`config.mk`:
```
export PLATFORM = sky130hd
export DESIGN_NAME = pflash_bus_if
export DESIGN_NICKNAME = d
export VERILOG_FILES = /design/src/rtl/pflash_pkg.sv /design/src/rtl/pflash_pin_sample.sv /design/src/rtl/pflash_array.sv /design/src/rtl/pflash_read_path.sv /design/src/rtl/pflash_cmd_latch.sv /design/src/rtl/pflash_bus_if.sv
export SDC_FILE = /design/constraint.sdc
export NUM_CORES = 1
export LEC_CHECK = 0
export ABC_CLOCK_PERIOD_IN_PS = 1900
export BUFFER_PORTS_ARGS = -buffer_cell sky130_fd_sc_hd__buf_2
export CAP_MARGIN = 15
export CORE_ASPECT_RATIO = 1.5
export CORE_MARGIN = 2
export CORE_UTILIZATION = 47
export CTS_CLUSTER_SIZE = 25
export DETAILED_ROUTE_END_ITERATION = 10
export PLACE_DENSITY = 0.74
export SLEW_MARGIN = 30
export SYNTH_ARGS = -nofsm -noshare
export SYNTH_HDL_FRONTEND = slang
export SYNTH_SLANG_ARGS = --single-unit
```
`constraint.sdc`:
```
create_clock -name clk -period 1.9 [get_ports clk]
set_input_delay 0.38 -clock clk [delete_from_list [all_inputs] [get_ports clk]]
set_output_delay 0.38 -clock clk [all_outputs]
set_load 0.1 [all_outputs]
```
`src/rtl/pflash_pkg.sv`:
```
package pflash_pkg;

  typedef enum logic [2:0] {
    OP_RESET   = 3'd0,
    OP_STANDBY = 3'd1,
    OP_READ    = 3'd2,
    OP_WRITE   = 3'd3,
    OP_OUTDIS  = 3'd4
  } bus_op_e;

  function automatic bus_op_e decode_op(input logic ce_n, input logic oe_n,
                                        input logic we_n, input logic hr_n);
    if (!hr_n)             return OP_RESET;
    else if (ce_n)         return OP_STANDBY;
    else if (!we_n && oe_n) return OP_WRITE;
    else if (!oe_n && we_n) return OP_READ;
    else                   return OP_OUTDIS;
  endfunction

endpackage

```
`src/rtl/pflash_pin_sample.sv`:
```
module pflash_pin_sample
  import pflash_pkg::*;
#(
  parameter int ADDR_W = 17,
  parameter int DATA_W = 16
) (
  input  logic              clk,
  input  logic              rst,
  input  logic              chip_en_n,
  input  logic              out_en_n,
  input  logic              wr_en_n,
  input  logic              hw_rst_n,
  input  logic              word_mode,
  input  logic [ADDR_W-1:0] addr,
  input  logic [DATA_W-1:0] dq_in,
  output bus_op_e           s_op,
  output logic              s_word,
  output logic [ADDR_W-1:0] s_addr,
  output logic [DATA_W-1:0] s_dq
);

  logic ce_q, oe_q, we_q, hr_q;

  always_ff @(posedge clk) begin
    if (rst) begin
      ce_q   <= 1'b1;
      oe_q   <= 1'b1;
      we_q   <= 1'b1;
      hr_q   <= 1'b1;
      s_word <= 1'b1;
      s_addr <= '0;
      s_dq   <= '0;
    end else begin
      ce_q   <= chip_en_n;
      oe_q   <= out_en_n;
      we_q   <= wr_en_n;
      hr_q   <= hw_rst_n;
      s_word <= word_mode;
      s_addr <= addr;
      s_dq   <= dq_in;
    end
  end

  assign s_op = decode_op(ce_q, oe_q, we_q, hr_q);

endmodule

```
`src/rtl/pflash_array.sv`:
```
module pflash_array #(
  parameter int DATA_W = 16,
  parameter int DEPTH  = 64,
  localparam int IDX_W = $clog2(DEPTH),
  localparam int HALF  = DATA_W / 2
) (
  input  logic              clk,
  input  logic [IDX_W-1:0]  rd_idx,
  output logic [DATA_W-1:0] rd_data
);

  logic [DATA_W-1:0] mem [DEPTH];

  initial begin
    for (int i = 0; i < DEPTH; i++) begin
      mem[i] = {HALF'(i) ^ HALF'(8'h5A), HALF'(i + 8'h11)};
    end
  end

  always_ff @(posedge clk) begin
    rd_data <= mem[rd_idx];
  end

endmodule

```
`src/rtl/pflash_read_path.sv`:
```
module pflash_read_path
  import pflash_pkg::*;
#(
  parameter int DATA_W = 16,
  localparam int HALF  = DATA_W / 2
) (
  input  logic              clk,
  input  logic              rst,
  input  bus_op_e           s_op,
  input  logic              s_word,
  input  logic              s_lsb,
  input  logic [DATA_W-1:0] rd_data,
  output bus_op_e           op_q,
  output logic [DATA_W-1:0] dq_out,
  output logic [DATA_W-1:0] dq_oe
);

  logic word_q, lsb_q;

  always_ff @(posedge clk) begin
    if (rst) begin
      op_q   <= OP_STANDBY;
      word_q <= 1'b1;
      lsb_q  <= 1'b0;
      dq_oe  <= '0;
    end else begin
      op_q   <= s_op;
      word_q <= s_word;
      lsb_q  <= s_lsb;
      if (s_op != OP_READ)  dq_oe <= '0;
      else if (s_word)      dq_oe <= '1;
      else                  dq_oe <= {{HALF{1'b0}}, {HALF{1'b1}}};
    end
  end

  always_comb begin
    if (op_q != OP_READ)  dq_out = '0;
    else if (word_q)      dq_out = rd_data;
    else if (lsb_q)       dq_out = {{HALF{1'b0}}, rd_data[DATA_W-1:HALF]};
    else                  dq_out = {{HALF{1'b0}}, rd_data[HALF-1:0]};
  end

endmodule

```
`src/rtl/pflash_cmd_latch.sv`:
```
module pflash_cmd_latch
  import pflash_pkg::*;
#(
  parameter int ADDR_W = 17,
  parameter int DATA_W = 16,
  localparam int HALF  = DATA_W / 2
) (
  input  logic              clk,
  input  logic              rst,
  input  bus_op_e           s_op,
  input  logic              s_word,
  input  logic [ADDR_W-1:0] s_addr,
  input  logic [DATA_W-1:0] s_dq,
  output logic              cmd_valid,
  output logic [ADDR_W:0]   cmd_addr,
  output logic [DATA_W-1:0] cmd_data,
  output logic              cmd_byte
);

  logic              wr_d;
  logic              byte_q;
  logic [ADDR_W:0]   addr_q;
  logic [DATA_W-1:0] data_q;
  logic              wr_now, wr_end;

  assign wr_now = (s_op == OP_WRITE);
  assign wr_end = wr_d && !wr_now && (s_op != OP_RESET);

  always_ff @(posedge clk) begin
    if (rst) begin
      wr_d      <= 1'b0;
      byte_q    <= 1'b0;
      addr_q    <= '0;
      data_q    <= '0;
      cmd_valid <= 1'b0;
      cmd_addr  <= '0;
      cmd_data  <= '0;
      cmd_byte  <= 1'b0;
    end else begin
      wr_d      <= wr_now;
      cmd_valid <= wr_end;
      if (wr_now && !wr_d) begin
        addr_q <= s_word ? {1'b0, s_addr} : {s_addr, s_dq[DATA_W-1]};
        byte_q <= !s_word;
      end
      if (wr_now) data_q <= s_dq;
      if (wr_end) begin
        cmd_addr <= addr_q;
        cmd_data <= byte_q ? {{HALF{1'b0}}, data_q[HALF-1:0]} : data_q;
        cmd_byte <= byte_q;
      end
    end
  end

endmodule

```
`src/rtl/pflash_bus_if.sv`:
```
module pflash_bus_if
  import pflash_pkg::*;
#(
  parameter int ADDR_W = 17,
  parameter int DATA_W = 16,
  parameter int DEPTH  = 64,
  localparam int IDX_W = $clog2(DEPTH)
) (
  input  logic              clk,
  input  logic              rst,
  input  logic              chip_en_n,
  input  logic              out_en_n,
  input  logic              wr_en_n,
  input  logic              hw_rst_n,
  input  logic              word_mode,
  input  logic [ADDR_W-1:0] addr,
  input  logic [DATA_W-1:0] dq_in,
  output logic [DATA_W-1:0] dq_out,
  output logic [DATA_W-1:0] dq_oe,
  output logic [2:0]        bus_op,
  output logic              cmd_valid,
  output logic [ADDR_W:0]   cmd_addr,
  output logic [DATA_W-1:0] cmd_data,
  output logic              cmd_byte
);

  bus_op_e           s_op, op_q;
  logic              s_word;
  logic [ADDR_W-1:0] s_addr;
  logic [DATA_W-1:0] s_dq;
  logic [DATA_W-1:0] rd_data;

  pflash_pin_sample #(.ADDR_W(ADDR_W), .DATA_W(DATA_W)) u_pins (
    .clk(clk), .rst(rst),
    .chip_en_n(chip_en_n), .out_en_n(out_en_n), .wr_en_n(wr_en_n),
    .hw_rst_n(hw_rst_n), .word_mode(word_mode), .addr(addr), .dq_in(dq_in),
    .s_op(s_op), .s_word(s_word), .s_addr(s_addr), .s_dq(s_dq)
  );

  pflash_array #(.DATA_W(DATA_W), .DEPTH(DEPTH)) u_array (
    .clk(clk), .rd_idx(s_addr[IDX_W-1:0]), .rd_data(rd_data)
  );

  pflash_read_path #(.DATA_W(DATA_W)) u_rd (
    .clk(clk), .rst(rst), .s_op(s_op), .s_word(s_word),
    .s_lsb(s_dq[DATA_W-1]), .rd_data(rd_data),
    .op_q(op_q), .dq_out(dq_out), .dq_oe(dq_oe)
  );

  pflash_cmd_latch #(.ADDR_W(ADDR_W), .DATA_W(DATA_W)) u_cmd (
    .clk(clk), .rst(rst), .s_op(s_op), .s_word(s_word),
    .s_addr(s_addr), .s_dq(s_dq),
    .cmd_valid(cmd_valid), .cmd_addr(cmd_addr),
    .cmd_data(cmd_data), .cmd_byte(cmd_byte)
  );

  assign bus_op = op_q;

endmodule

```
; ---- Word level (Yosys, flattened, before mapping)
; Memory sizes are Yosys's and may differ from the RTL's. A register that Yosys moved wholly into a read port is not among the register bits.
; Cells that the tools add are included.
[totals]
mem_count = 1
rom_bits = 832
output_inout_bits = 71
register_bits = 147
[mem_list]
columns = memory, depth, word_bits, read_ports, rd_clocked_by_memory_dff, wr, line_no
row1 = u_array.mem, 64, 13, 1, 1, 0, pflash_array.sv:12  ; logic [DATA_W-1:0] mem [DEPTH];
[op_classes]
reduce_logical = 12
n_eq_ne = 3
muxes = 10
[op_table]
columns = cell, count
row1 = 16-bit 2-to-1 mux, 4
row2 = 18-bit 2-to-1 mux, 1
row3 = 3-bit 2-to-1 mux, 4
row4 = 8-bit 2-to-1 mux, 1
row5 = "3-bit by 2-bit inequality test with 1-bit output, second input constant", 2
row6 = 1-bit logical AND, 5
row7 = 1-bit logical NOT, 5
row8 = "3-bit by 2-bit equality test with 1-bit output, second input constant", 1
row9 = 3-bit nonzero test, 1
row10 = 2-bit OR reduction, 1

; ---- Logic depth before layout (Yosys ltp)
; Gate-level depths: netlist of run 1.
[logic_depth]
ltp_word = 10
mapped_depth = 8
ltp_nobuf = 5

; ---- Cells and area by module
; From an unflattened synthesis of run 1, not the netlist that was laid out.
[hier_totals]
hier_cells = 552
area_unflattened_um2 = 5243.8
[modules_own_cells]
columns = mod, cells_per_inst, seq_area_each_um2, instances, area_per_inst_um2
row1 = pflash_cmd_latch, 374, 1441.4, 1, 3259.4
row2 = pflash_pin_sample, 85, 760.7, 1, 1077.3
row3 = pflash_read_path, 57, 140.1, 1, 513.0
row4 = pflash_array, 36, 260.2, 1, 394.1

; ---- Least setup slack after synthesis of run 1
; OpenSTA, ideal clock, no wires.
[synth_timing]
path_kind = reg-to-output
from = reg u_rd.op_q[1]
to = out dq_out[6]
stages_incl_launch_ff = 3
arrival_ps = 2801
n_path_buf = 0
t_required_ps = 1520
path_slack_ps = -1281
cell_sequence = dfxtp_1 nand2_1 a21oi_1
[synth_between]
elab_chain_len = 2
[synth_rtl]
columns = item, line_no
row1 = start: declaration, pflash_read_path.sv:13  ; output bus_op_e op_q,
row2 = start signal: assignment, pflash_read_path.sv:27  ; op_q <= s_op;
row3 = 3-bit by 2-bit inequality test with 1-bit output, pflash_read_path.sv:37  ; if (op_q != OP_READ) dq_out = '0;
row4 = 16-bit 2-to-1 mux, pflash_read_path.sv:37
row5 = end: declaration, pflash_bus_if.sv:18  ; output logic [DATA_W-1:0] dq_out,
; No other way between the ends.

; ---- Worst setup path in the final report of run 1
[layout_timing]
from = reg u_rd.word_q
to = out dq_out[1]
[layout_between]
elab_chain_len = 2
[layout_rtl]
columns = item, line_no
row1 = start: declaration, pflash_read_path.sv:18  ; logic word_q, lsb_q;
row2 = start signal: assignment, pflash_read_path.sv:28  ; word_q <= s_word;
row3 = 16-bit 2-to-1 mux, pflash_read_path.sv:38  ; else if (word_q) dq_out = rd_data;
row4 = 16-bit 2-to-1 mux, pflash_read_path.sv:37
; No other way between the ends.

==> results of run 1 <==
critical path, delay by kind of cell, from the launching register on:
kind	cells	cell delay [ns]
flip-flops	1	0.32
AND/OR/NAND/NOR	2	0.32
multiplexers	1	0.30
buffers and inverters	1	0.17
per-stage QoR:
stage	power, W	instances
floorplan	0.003133	456
global placement	0.003215	640
detailed placement	0.003224	640
CTS	0.006546	672
global route	0.006717	674
finish	0.006513	674
routing by layer:
| metal | vias to the layer above | part of all wire [%] |
|---|---|---|
| met5 | - | 0 |
| met4 | 0 | 1.8 |
| met3 | 14 | 4.0 |
| met2 | 63 | 55 |
| met1 | 1622 | 39 |
| li1 | 1735 | - |
placed cells by master, fill, tap and decap left out, types with 3 or more instances in the layout:
| cell | n |
|---|---|
| dfxtp_1 | 126 |
| buf_2 | 94 |
| a21oi_1 | 44 |
| nand2_1 | 35 |
| nor2b_1 | 35 |
| o21ai_0 | 29 |
| a22o_1 | 27 |
| mux2i_1 | 18 |
| or3_1 | 18 |
| clkbuf_16 | 17 |
| buf_12 | 17 |
| buf_4 | 10 |
| nand4b_1 | 8 |
| inv_1 | 7 |
| nor2_4 | 7 |
| and3_4 | 6 |
| or2_2 | 6 |
| mux2i_4 | 5 |
| nor2_1 | 3 |
| clkinv_4 | 3 |
| bufinv_16 | 3 |
| clkinvlp_4 | 3 |
| clkbuf_8 | 3 |
| dfxtp_2 | 3 |
timing repair:
action / CTS / global route
pin swaps: 0 / 5
endpoints found under the hold margin: 0 / 0
setup buffers: 0 / 2
setup endpoints to repair: 14 / 13
gates resized for setup: 9 / 16
area by class of cell:
| class | count | area, um2 | area share [%] |
|---|---|---|---|
| Sequential cell | 130 | 2610 | 42.10 |
| Multi-Input combinational cell | 269 | 1912 | 30.84 |
| Timing Repair Buffer | 121 | 885.9 | 14.29 |
| Clock buffer | 20 | 466.7 | 7.528 |
| Clock inverter | 12 | 155.1 | 2.503 |
| Tap cell | 115 | 143.9 | 2.321 |
| Inverter | 7 | 26.28 | 0.4238 |
worst min-delay path by stage:
stage | cells past startpoint | endpoint | slack (ns)
CTS | 2 | u_pins.hr_q$_SDFF_PP1_ | 0.13
floorplan | 0 | u_array.rd_data[10]$_DFF_P_ | 0.33
global placement | 1 | u_array.rd_data[9]$_DFF_P_ | 0.42
finish | 2 | u_pins.hr_q$_SDFF_PP1_ | 0.15
detailed placement | 2 | u_cmd.data_q[6]$_SDFFE_PP0P_ | 0.43
global route | 2 | u_pins.hr_q$_SDFF_PP1_ | 0.14
power by group through the flow:
stage	clock (W)	combinational [W]	sequential, W
6_report	0.00332	0.000343	0.00285
5_1_grt	0.00349	0.000367	0.00286
3_5_place_dp	0	0.000327	0.00290
4_1_cts	0.00337	0.000334	0.00284
2_1_floorplan	0	0.000226	0.00291
3_3_place_gp	0	0.000322	0.00289
sequential cells by signal, indices dropped and copies added, names as in the netlist, 2 cells and up:
signal	count
u_cmd.data_q	16
u_rd.dq_oe	2
u_cmd.addr_q	18
u_pins.s_dq	16
u_pins.s_addr	17
u_array.rd_data	13
u_cmd.cmd_data	16
u_cmd.cmd_addr	18
u_rd.op_q	3
logic make-up after synthesis:
group	count (synthesis)
other	1
buffers and inverters	57
muxes	24
adders and majority gates	3
and+or+nand+nor	135
DFF	130
AOI/OAI and AO/OA	105
==> summary.md, run 1 <==
| Metric | Value |
|---|---|
| Critical path peak fanout | 7 |
| Met3 Resource Use GR | 5.413% |
| Number of max-cap violations | 0 |
| CP Data Required Time | 1.52 ns |
| Synth top area cells | dfxtp_1, mux2i_1, a22o_1, a21oi_1, nor2b_1 |
| Port Buffers | 108 |
| Starting Density | 48.00% |
| Busiest grt layer | met2 |
| Biggest area consumer among synthesized cells | dfxtp_1 |
| Cts hold-fix bufs | 0 |
| Nets | 589 |
| Ordered cell list for the critical path | nand2b_4 > mux2i_2 > nor2_4 > buf_12 |
| Area Growth Syn to Fin | 34.06% |
| Syn. warnings | 0 |
| RSZ-0062 raised after global routing | yes |
| Global placement routability congestion | 0.7468 |
| Vias | 3434 |
| DRC viols | 0 |
| Setup ws final | -0.01004 ns |
| Diodes inserted | 0 |
| Dpl ws | 0.1216 ns |
| XOR/XNOR share of the synthesized area | 0% |
| Worst R2R Setup Slack | 0.10 ns |
| Clock Power Share | 51.0% |
| Hold path start | hw_rst_n |
| FF-to-FF path depth | 6 |
| Final core utilization | 64.35% |
| Top_reg_cell synth | dfxtp_1 |
| DRT Pass-1 Iters | 4 |
| Mux contribution to synthesized area | 5.195% |
| Mean routed wirelength per cell | 14.29 um |
| Final Slew Violations | 0 |
| Synth top area share | 56.28% |
| Post-route setup TNS | -0.02080 ns |
| Core Footprint | 9634 um2 |
| Worst-path clk slew | 0.05 ns |
| Count leader, synth | dfxtp_1 |
| Compound-Gate Fraction of Synth Area | 13.91% |
| First-pass GRT wire length | 15.46 mm |
| Fillers | 756 |
| GR Util met2 | 32.77% |
| Synth Area per Inst | 10.16 um2 |
| Worst reg2reg endpoint | u_cmd.cmd_addr[12]$_SDFFE_PP0P_ |
| CP max stage delay | 0.32 ns |
| Gate power share | 5.3% |
| Initial antenna violation count | 0 |
| Arrival @ worst endpoint | 1.53 ns |
| Final wirelength | 9.633 mm |
| P per Cell Area | 1051 nW/um2 |
| Sequential share of power | 43.8% |
| Total GRT Usage | 18.49% |
| Sequential area share after synthesis | 56.28% |
| Worst Setup EP | dq_out[1] |
| Switching Power | 0.001419 W |
| Worst hold margin | 0.1484 ns |
| Tmin final | 1.910 ns |
| GRT Residual Overflow | 0 |
| Dpl cell area | 5448 um2 |
| Violated checks | setup timing |
| Number of library cell types mapped by synthesis | 32 |
| Leak | 2.629 nW |
| Share of post-route cells with drive strength above 1 | 34.17% |
| Synth async-reset ratio | 0% |
| DRT iter0 DRCs | 162 |
| Clock Root Buffer | clkbuf_16 |
| Clk Latency, worst-skew pair | 0.42 ns |
| Die H | 125.5 um |
| Worst r2r src | u_pins.we_q$_SDFF_PP1_ |
| GR Util met1 | 19.52% |
| CTS tree | yes |
| Commonest cells post-synth | dfxtp_1, a21oi_1, nand2_1, nor2b_1, o21ai_0 |
| Largest family of logic cells by synthesized area | simple AND/OR/NAND/NOR gates |
| Routed vias/inst | 5.095 |
| Setup crit end kind | output port |
| Endpoints failing setup | 3 |
| Die X | 84.99 um |
| Post-Layout Inst Area | 6200 um2 |
| Internal | 0.005094 W |
| Post-synthesis simple-gate area fraction | 16.91% |
| Peak VDD IR | 876.1 uV |
| Vias in the first global route | 3299 |
| CTS Buffer Depth | 2 |
| Worst Setup Start Kind | flip-flop |
| Hold Crit Class | in2reg |
| Period Utilization, post-route | 100.5% |
| EDFF count, synth | 0 |
| TritonCTS buffer count | 17 |
| Endpoints failing hold | 0 |
| Fmax | 523.5 MHz |
| Flops & latches, synth | 130 |
| HPWL Detailed | 6.260 mm |
| H-tree depth | 4 |
| Largest net degree at the start of global routing | 56 |
| Cell area after synthesis | 4624 um2 |
| I/O pin count | 111 |
| Switching share of power | 21.79% |
| Adder-cell share of the synthesized area | 0.8117% |
| Row Count | 44 |
| Setup CP Type | reg2out |
| Die area | 10670 um2 |
| Critical Path Start | u_rd.word_q$_SDFF_PP1_ |
| Status | complete, but fails checks |
| Mapped Cells | 455 |
| Crit path max-delay cell type | dfxtp_2 |
| Remaining antenna violation count | 0 |
| Final Skew | 0.008161 ns |
| Clock sink count | 130 |
Power figures use the tool's default switching activity.
==> run 2, diff against run 1 <==
ABC_AREA = 1   (was not set)
CORE_UTILIZATION = 48   (was 47)
PLACE_DENSITY = 0.75   (was 0.74)
==> summary.md, run 2 <==
| Metric | Value |
|---|---|
| Slew HR | 57.53% |
| Mean routed wirelength per cell | 11.90 um (-17%) |
| DRT Pass-1 Iters | 7 (+3) |
| Least-Margin Pin Slew | 0.6356 ns |
| Violated checks | setup timing |
| CTS Buffer Depth | 2 (unchanged) |
| Die area | 10930 um2 (+2.4%) |
| Worst R2R Setup Slack | 0.21 ns (+0.11 ns) |
| Cell area after synthesis | 4843 um2 (+4.7%) |
| Clock Root Buffer | clkbuf_16 |
| Largest net degree at the start of global routing | 61 (+8.9%) |
| Clock sink count | 130 (unchanged) |
| Worst r2r src | u_pins.we_q$_SDFF_PP1_ |
| Worst-path clk slew | 0.05 ns (about the same) |
| CP max stage delay | 0.34 ns (+0.02 ns) |
| Crit path max-delay cell type | dfxtp_4 |
| Global placement routability congestion | 0.8297 (+11%) |
| Die X | 86.02 um (+1.2%) |
| Regs by FF count | u_cmd.addr_q (18), u_cmd.cmd_addr (18), u_pins.s_addr (17) |
| GRT Residual Overflow | 0 (unchanged) |
| RSZ-0062 raised after global routing | yes |
| H-tree depth | 4 (unchanged) |
| Dpl cell area | 5684 um2 (+4.3%) |
| Arrival @ worst endpoint | 1.55 ns (+0.02 ns) |
| Die H | 127.0 um (+1.2%) |
| Final Slew Violations | 0 (unchanged) |
| Critical path peak fanout | 7 (unchanged) |
| Fmax | 519.3 MHz (-0.80%) |
| Synth top area share | 53.73% (-2.5 points) |
| Peak VDD IR | 682.5 uV (-22%) |
| Total GRT Usage | 20.06% (+1.6 points) |
| Synth Area per Inst | 7.580 um2 (-25%) |
| HPWL Detailed | 6.727 mm (+7.5%) |
| Port Buffers | 108 (unchanged) |
| Number of library cell types mapped by synthesis | 23 (-28%) |
| Final Skew | 0.005599 ns (-0.002562 ns) |
| Commonest non-fill, non-tap cell in the layout | nand2_1 |
| Sequential area share after synthesis | 53.73% (-2.5 points) |
| Fillers | 812 (+7.4%) |
| Vias | 4091 (+19%) |
| Setup crit end kind | output port |
| Count leader, synth | nand2_1 |
| Leak | 3.179 nW (+21%) |
| CTS tree | yes |
| Final wirelength | 10.27 mm (+6.6%) |
| Starting Density | 49.70% (+1.7 points) |
| Row Count | 44 (unchanged) |
| DRC viols | 0 (unchanged) |
| Dpl ws | 0.1371 ns (+0.01552 ns) |
| Core Footprint | 9744 um2 (+1.1%) |
| FF-to-FF path depth | 8 (+2) |
| Share of post-route cells with drive strength above 1 | 26.74% (-7.4 points) |
| EDFF count, synth | 0 (unchanged) |
| Routed vias/inst | 4.740 (-7.0%) |
| Worst Setup Start Kind | flip-flop |
| Endpoints failing setup | 2 (-1) |
| Remaining antenna violation count | 0 (unchanged) |
| Commonest cells post-synth | nand2_1, dfxtp_1, nor2_1, inv_1, nand3_1 |
| Top_reg_cell synth | dfxtp_1 |
| Setup CP Type | reg2out |
| CP Data Required Time | 1.52 ns (about the same) |
| Synth top area cells | dfxtp_1, nand2_1, nor2_1, inv_1, nand3_1 |
| Post-Layout Inst Area | 6347 um2 (+2.4%) |
| Mapped Cells | 639 (+40%) |
| Diodes inserted | 0 (unchanged) |
| Syn. warnings | 0 (unchanged) |
| Highest-count cells in the layout ignoring fill and taps | nand2_1, dfxtp_1, buf_2 |
| DRT iter0 DRCs | 174 (+7.4%) |
| Setup ws final | -0.02552 ns (-0.01548 ns) |
| Flops & latches, synth | 130 (unchanged) |
| Clk Latency, worst-skew pair | 0.41 ns (about the same) |
| P per Cell Area | 969.3 nW/um2 (-7.7%) |
| Period Utilization, post-route | 101.3% (+0.81 points) |
| Nets | 779 (+32%) |
| Worst reg2reg endpoint | u_cmd.cmd_data[10]$_SDFFE_PP0P_ |
| Tmin final | 1.926 ns (+0.01548 ns) |
| Hold Crit Class | in2reg |
| TritonCTS buffer count | 17 (unchanged) |
| Critical Path Start | u_rd.op_q[1]$_SDFF_PP0_ |
| Worst Setup EP | dq_out[0] |
| Biggest area consumer among synthesized cells | dfxtp_1 |
| Synth async-reset ratio | 0% (unchanged) |
| Ordered cell list for the critical path | inv_2 > nor2_4 > buf_12 > nand2_8 > nor3_4 > buf_12 |
| Endpoints failing hold | 0 (unchanged) |
| Initial antenna violation count | 0 (unchanged) |
| Area Growth Syn to Fin | 31.05% |
| Number of max-cap violations | 0 (unchanged) |
| Status | complete, but fails checks |
| I/O pin count | 111 (unchanged) |
| Most common cell on crit path | buf_12 |
| Vias in the first global route | 3950 (+20%) |
| First-pass GRT wire length | 17.39 mm (+12%) |
==> run 2: changes by cell type in the layout (fill, tap and decap cells not counted), moves of 9 or more <==
cell	before	now
nor2_2	0	9
nor2_1	3	83
nor2b_1	35	0
or3_1	18	0
nand2_1	35	162
mux2i_1	18	0
inv_1	7	68
a21oi_1	44	32
o21ai_0	29	13
a22o_1	27	0
nand3_1	0	51
==> run 2: routing by layer <==
layer  GRT usage (%)  share of wire (%)
met4           7.470                1.3
met5               0                  0
met1           22.52                 41
met3           6.266                5.1
met2           35.16                 53
==> run 2: repair_timing <==
item                                    CTS  global route
endpoints found under the setup margin   14            13
gates resized for setup                  19             2
buffers inserted                          5             1
pin swaps                                 5             1
gates cloned                              1             0
hold buffers                              0             0
==> run 2: where the power goes <==
group / internal (W) / total [W] / switching, W
Combinational: 0.000109 / 0.000364 / 0.000255
Clock: 0.00188 / 0.00295 / 0.00107
Sequential: 0.00280 / 0.00284 / 0.0000381
==> run 2: metrics by stage <==
| step | power (W) | setup TNS (ns) | hold slack (ns) | util, % | cells |
|---|---|---|---|---|---|
| finish | 0.006152 | -0.03472 | 0.1657 | 65.14 | 863 |
| global route | 0.006371 | -0.5975 | 0.1598 | 65.14 | 863 |
| CTS | 0.006194 | -0.02581 | 0.1569 | 65.04 | 862 |
| detailed placement | 0.003250 | 0 | 0.3770 | 58.33 | 825 |
| global placement | 0.003240 | 0 | 0.3712 | 58.28 | 825 |
| floorplan | 0.003152 | -0.9557 | 0.3510 | - | 640 |
==> run 2: cell type report <==
class	instances	area [um2]	area share, %
timing repair buffer	126	902.1	14.21
sequential	130	2614	41.18
inverter	74	286.5	4.514
multi-input combinational	387	1861	29.31
tap	115	143.9	2.267
clock buffer	25	485.5	7.648
clock inverter	6	55.05	0.8673
==> run 2: cell families (layout without fill, tap and decap cells) <==
group	Yosys count	after routing	share of synthesized area, %
other	1	2	0.07743
flip-flops	130	130	53.73
adder cells (fa/ha/maj)	3	3	0.7751
buffers and inverters	124	231	11.75
AO/OA/AOI/OAI	45	45	4.650
AND/OR/NAND/NOR	336	337	29.01
==> run 2: worst min-delay path by stage <==
stage,start,endpoint,slack [ns],cells after the start
global route,wr_en_n,u_pins.we_q$_SDFF_PP1_,0.16,2
finish,out_en_n,u_pins.oe_q$_SDFF_PP1_,0.17,2
detailed placement,u_pins.s_addr[5]$_SDFF_PP0_,u_array.rd_data[13]$_DFF_P_,0.38,0
global placement,u_pins.s_addr[5]$_SDFF_PP0_,u_array.rd_data[13]$_DFF_P_,0.37,0
floorplan,u_pins.s_addr[5]$_SDFF_PP0_,u_array.rd_data[13]$_DFF_P_,0.35,0
CTS,out_en_n,u_pins.oe_q$_SDFF_PP1_,0.16,2
==> run 2: worst max-delay path, delay by kind of cell (launching register included) <==
family | cells | cell delay [ns]
and+or+nand+nor | 3 | 0.44
buffers and inverters | 3 | 0.36
DFF | 1 | 0.34
==> run 3, diff against run 2 <==
CORE_MARGIN = not set   (was 2)
==> summary.md, run 3 (same netlist as run 2, synthesis figures left out) <==
| Metric | Value |
|---|---|
| Slew HR | 58.07% (+0.54 points) |
| Endpoints failing hold | 0 (unchanged) |
| Endpoints failing setup | 0 (-2) |
| Dpl cell area | 5684 um2 (unchanged) |
| Clk Latency, worst-skew pair | 0.40 ns (about the same) |
| Number of max-cap violations | 0 (unchanged) |
| Hold Crit Class | in2reg |
| Register Area | 2613 um2 (about the same) |
| Total GRT Usage | 20.20% (+0.13 points) |
| CTS Buffer Depth | 2 (unchanged) |
| Initial antenna violation count | 0 (unchanged) |
| Status | complete, but fails checks |
| Worst Setup Start Kind | flip-flop |
| Diodes inserted | 0 (unchanged) |
| Post-Layout Inst Area | 6350 um2 (about the same) |
| Fmax | 533.3 MHz (+2.7%) |
| Remaining antenna violation count | 0 (unchanged) |
| Period Utilization, post-route | 98.68% (-2.7 points) |
| Regs by FF count | u_cmd.addr_q (18), u_cmd.cmd_addr (18), u_pins.s_addr (17) |
| Post-route setup TNS | 0 ns (+0.03472 ns) |
| Commonest non-fill, non-tap cell in the layout | nand2_1 |
| Area Growth Syn to Fin | 31.10% (about the same) |
| Clock Power Share | 47.5% (-0.4 points) |
| DRT Pass-1 Iters | 8 (+1) |
| Hold path endpoint | u_pins.s_word$_SDFF_PP1_ |
| Worst-path clk slew | 0.05 ns (about the same) |
| Global placement routability congestion | 0.8580 (+3.4%) |
| Nets | 778 (-0.13%) |
| Hold Path Cell Cnt | 2 (unchanged) |
| Hold path start | word_mode |
| GRT Residual Overflow | 0 (unchanged) |
| Die H | 125.0 um (-1.6%) |
| Final wirelength | 10.12 mm (-1.5%) |
| DRC viols | 14 (+14) |
| Clock sink count | 130 (unchanged) |
| Setup CP Type | reg2out |
| First-pass GRT wire length | 16.98 mm (-2.4%) |
| Die X | 84.02 um (-2.3%) |
| Starting Density | 49.70% (unchanged) |
| Gate power share | 6.0% (about the same) |
| HPWL Detailed | 6.701 mm (-0.39%) |
| Tmin final | 1.875 ns (-0.05051 ns) |
| CP Data Required Time | 1.52 ns (about the same) |
| Mean routed wirelength per cell | 11.72 um (-1.5%) |
| Worst reg2reg endpoint | u_cmd.cmd_data[10]$_SDFFE_PP0P_ |
| Largest net degree at the start of global routing | 61 (unchanged) |
| Clock Root Buffer | clkbuf_16 |
| Core Footprint | 9744 um2 (unchanged) |
| Dpl ws | 0.1191 ns (-0.01804 ns) |
| P per Cell Area | 962.0 nW/um2 (-0.75%) |
| CTS tree | yes |
| Arrival @ worst endpoint | 1.50 ns (-0.05 ns) |
| Final Skew | 0.01037 ns (+0.004767 ns) |
| Least-Margin Pin Slew | 0.6275 ns (-0.008017 ns) |
| Leak | 3.170 nW (-0.31%) |
| Footprint of the multi-input gates | 1874 um2 (+0.74%) |
| Die area | 10500 um2 (-3.9%) |
| Violated checks | DRC |
| I/O pin count | 111 (unchanged) |
| Internal | 0.004768 W (-0.49%) |
| Setup ws final | 0.02499 ns (+0.05051 ns) |
| RSZ-0062 raised after global routing | yes |
| Vias in the first global route | 3887 (-1.6%) |
| Share of post-route cells with drive strength above 1 | 26.60% (-0.13 points) |
| DRT iter0 DRCs | 167 (-4.0%) |
| Peak VDD IR | 632.1 uV (-7.4%) |
| Row Count | 44 (unchanged) |
| Sequential share of power | 46.5% (+0.3 points) |
| Switching share of power | 21.94% (-0.17 points) |
| Vias | 4059 (-0.78%) |
| Worst r2r src | u_pins.we_q$_SDFF_PP1_ |
| Port Buffers | 108 (unchanged) |
| Final Slew Violations | 0 (unchanged) |
| Worst R2R Setup Slack | 0.19 ns (-0.02 ns) |
| FF-to-FF path depth | 8 (unchanged) |
| Highest-count cells in the layout ignoring fill and taps | nand2_1, dfxtp_1, buf_2 |
| TritonCTS buffer count | 17 (unchanged) |
| Switching Power | 0.001340 W (-1.5%) |
| Fillers | 830 (+2.2%) |
| Setup crit end kind | output port |
| H-tree depth | 4 (unchanged) |
| Critical path peak fanout | 6 (-1) |
| Routed vias/inst | 4.703 (-0.78%) |
## run 3: cell types whose count changed in the layout (fill, tap and decap cells not counted), sizes merged
cell and delta:
buf -2, clkbuf +2, clkinv +1, inv -1
## run 3: power groups by stage
stage / combinational [W] / sequential (W) / clock (W)
after CTS: 0.000363 / 0.00284 / 0.00294
after detailed placement: 0.000353 / 0.00290 / 0
after global routing: 0.000401 / 0.00285 / 0.00310
after global placement: 0.000346 / 0.00289 / 0
after floorplan: 0.000239 / 0.00291 / 0
final: 0.000364 / 0.00284 / 0.00290
## run 3: cell type report
cell class	instances	share of cell area (%)
Clock buffer	26	7.547
Multi-Input combinational cell	387	29.52
Tap cell	115	2.266
Clock inverter	6	0.8670
Timing Repair Buffer	125	14.03
Sequential cell	130	41.14
Inverter	74	4.631
## run 3: metal layers
layer | track usage (%) | part of all wire [%]
met4 | 8.316 | 1.0
met5 | 0 | 0
met3 | 5.677 | 4.0
met2 | 36.26 | 54
met1 | 22.15 | 41
## run 3: worst max path at each step
| stage | start | end | slack [ns] | cells past startpoint |
|---|---|---|---|---|
| 2_1_floorplan | u_rd.op_q[1]$_SDFF_PP0_ | dq_out[3] | -0.26 | 5 |
| 3_5_place_dp | u_rd.word_q$_SDFF_PP1_ | dq_out[4] | 0.12 | 5 |
| 3_3_place_gp | u_pins.we_q$_SDFF_PP1_ | u_cmd.cmd_addr[3]$_SDFFE_PP0P_ | 0.001 | 8 |
| 6_report | u_rd.op_q[1]$_SDFF_PP0_ | dq_out[9] | 0.02 | 6 |
| 4_1_cts | u_rd.lsb_q$_SDFF_PP0_ | dq_out[4] | -0.009 | 6 |
| 5_1_grt | u_rd.op_q[1]$_SDFF_PP0_ | dq_out[4] | -0.05 | 5 |
## run 3: timing repair
item,4_1_cts,5_1_grt
setup endpoints to repair,8,13
hold buffers,0,0
cloned,1,0
resized for setup,9,14
pin swaps,4,4
buffers inserted,3,2
## run 3: through the flow
stage | std cells | total power [W] | hold slack, ns | utilization, %
finish | 863 | 0.006109 | 0.1758 | 65.16
global route | 863 | 0.006347 | 0.1652 | 65.16
CTS | 861 | 0.006144 | 0.1660 | 64.52
detailed placement | 825 | 0.003248 | 0.3736 | 58.33
global placement | 825 | 0.003240 | 0.3786 | 58.28
floorplan | 640 | 0.003152 | 0.3510 | -
## run 3: worst max-delay path, cell delays in order (launching register included)
cell     delay [ns]
dfxtp_4        0.34
inv_2          0.04
nor2_4         0.15
buf_4          0.17
nand2_8        0.09
nor2_4         0.12
buf_12         0.18
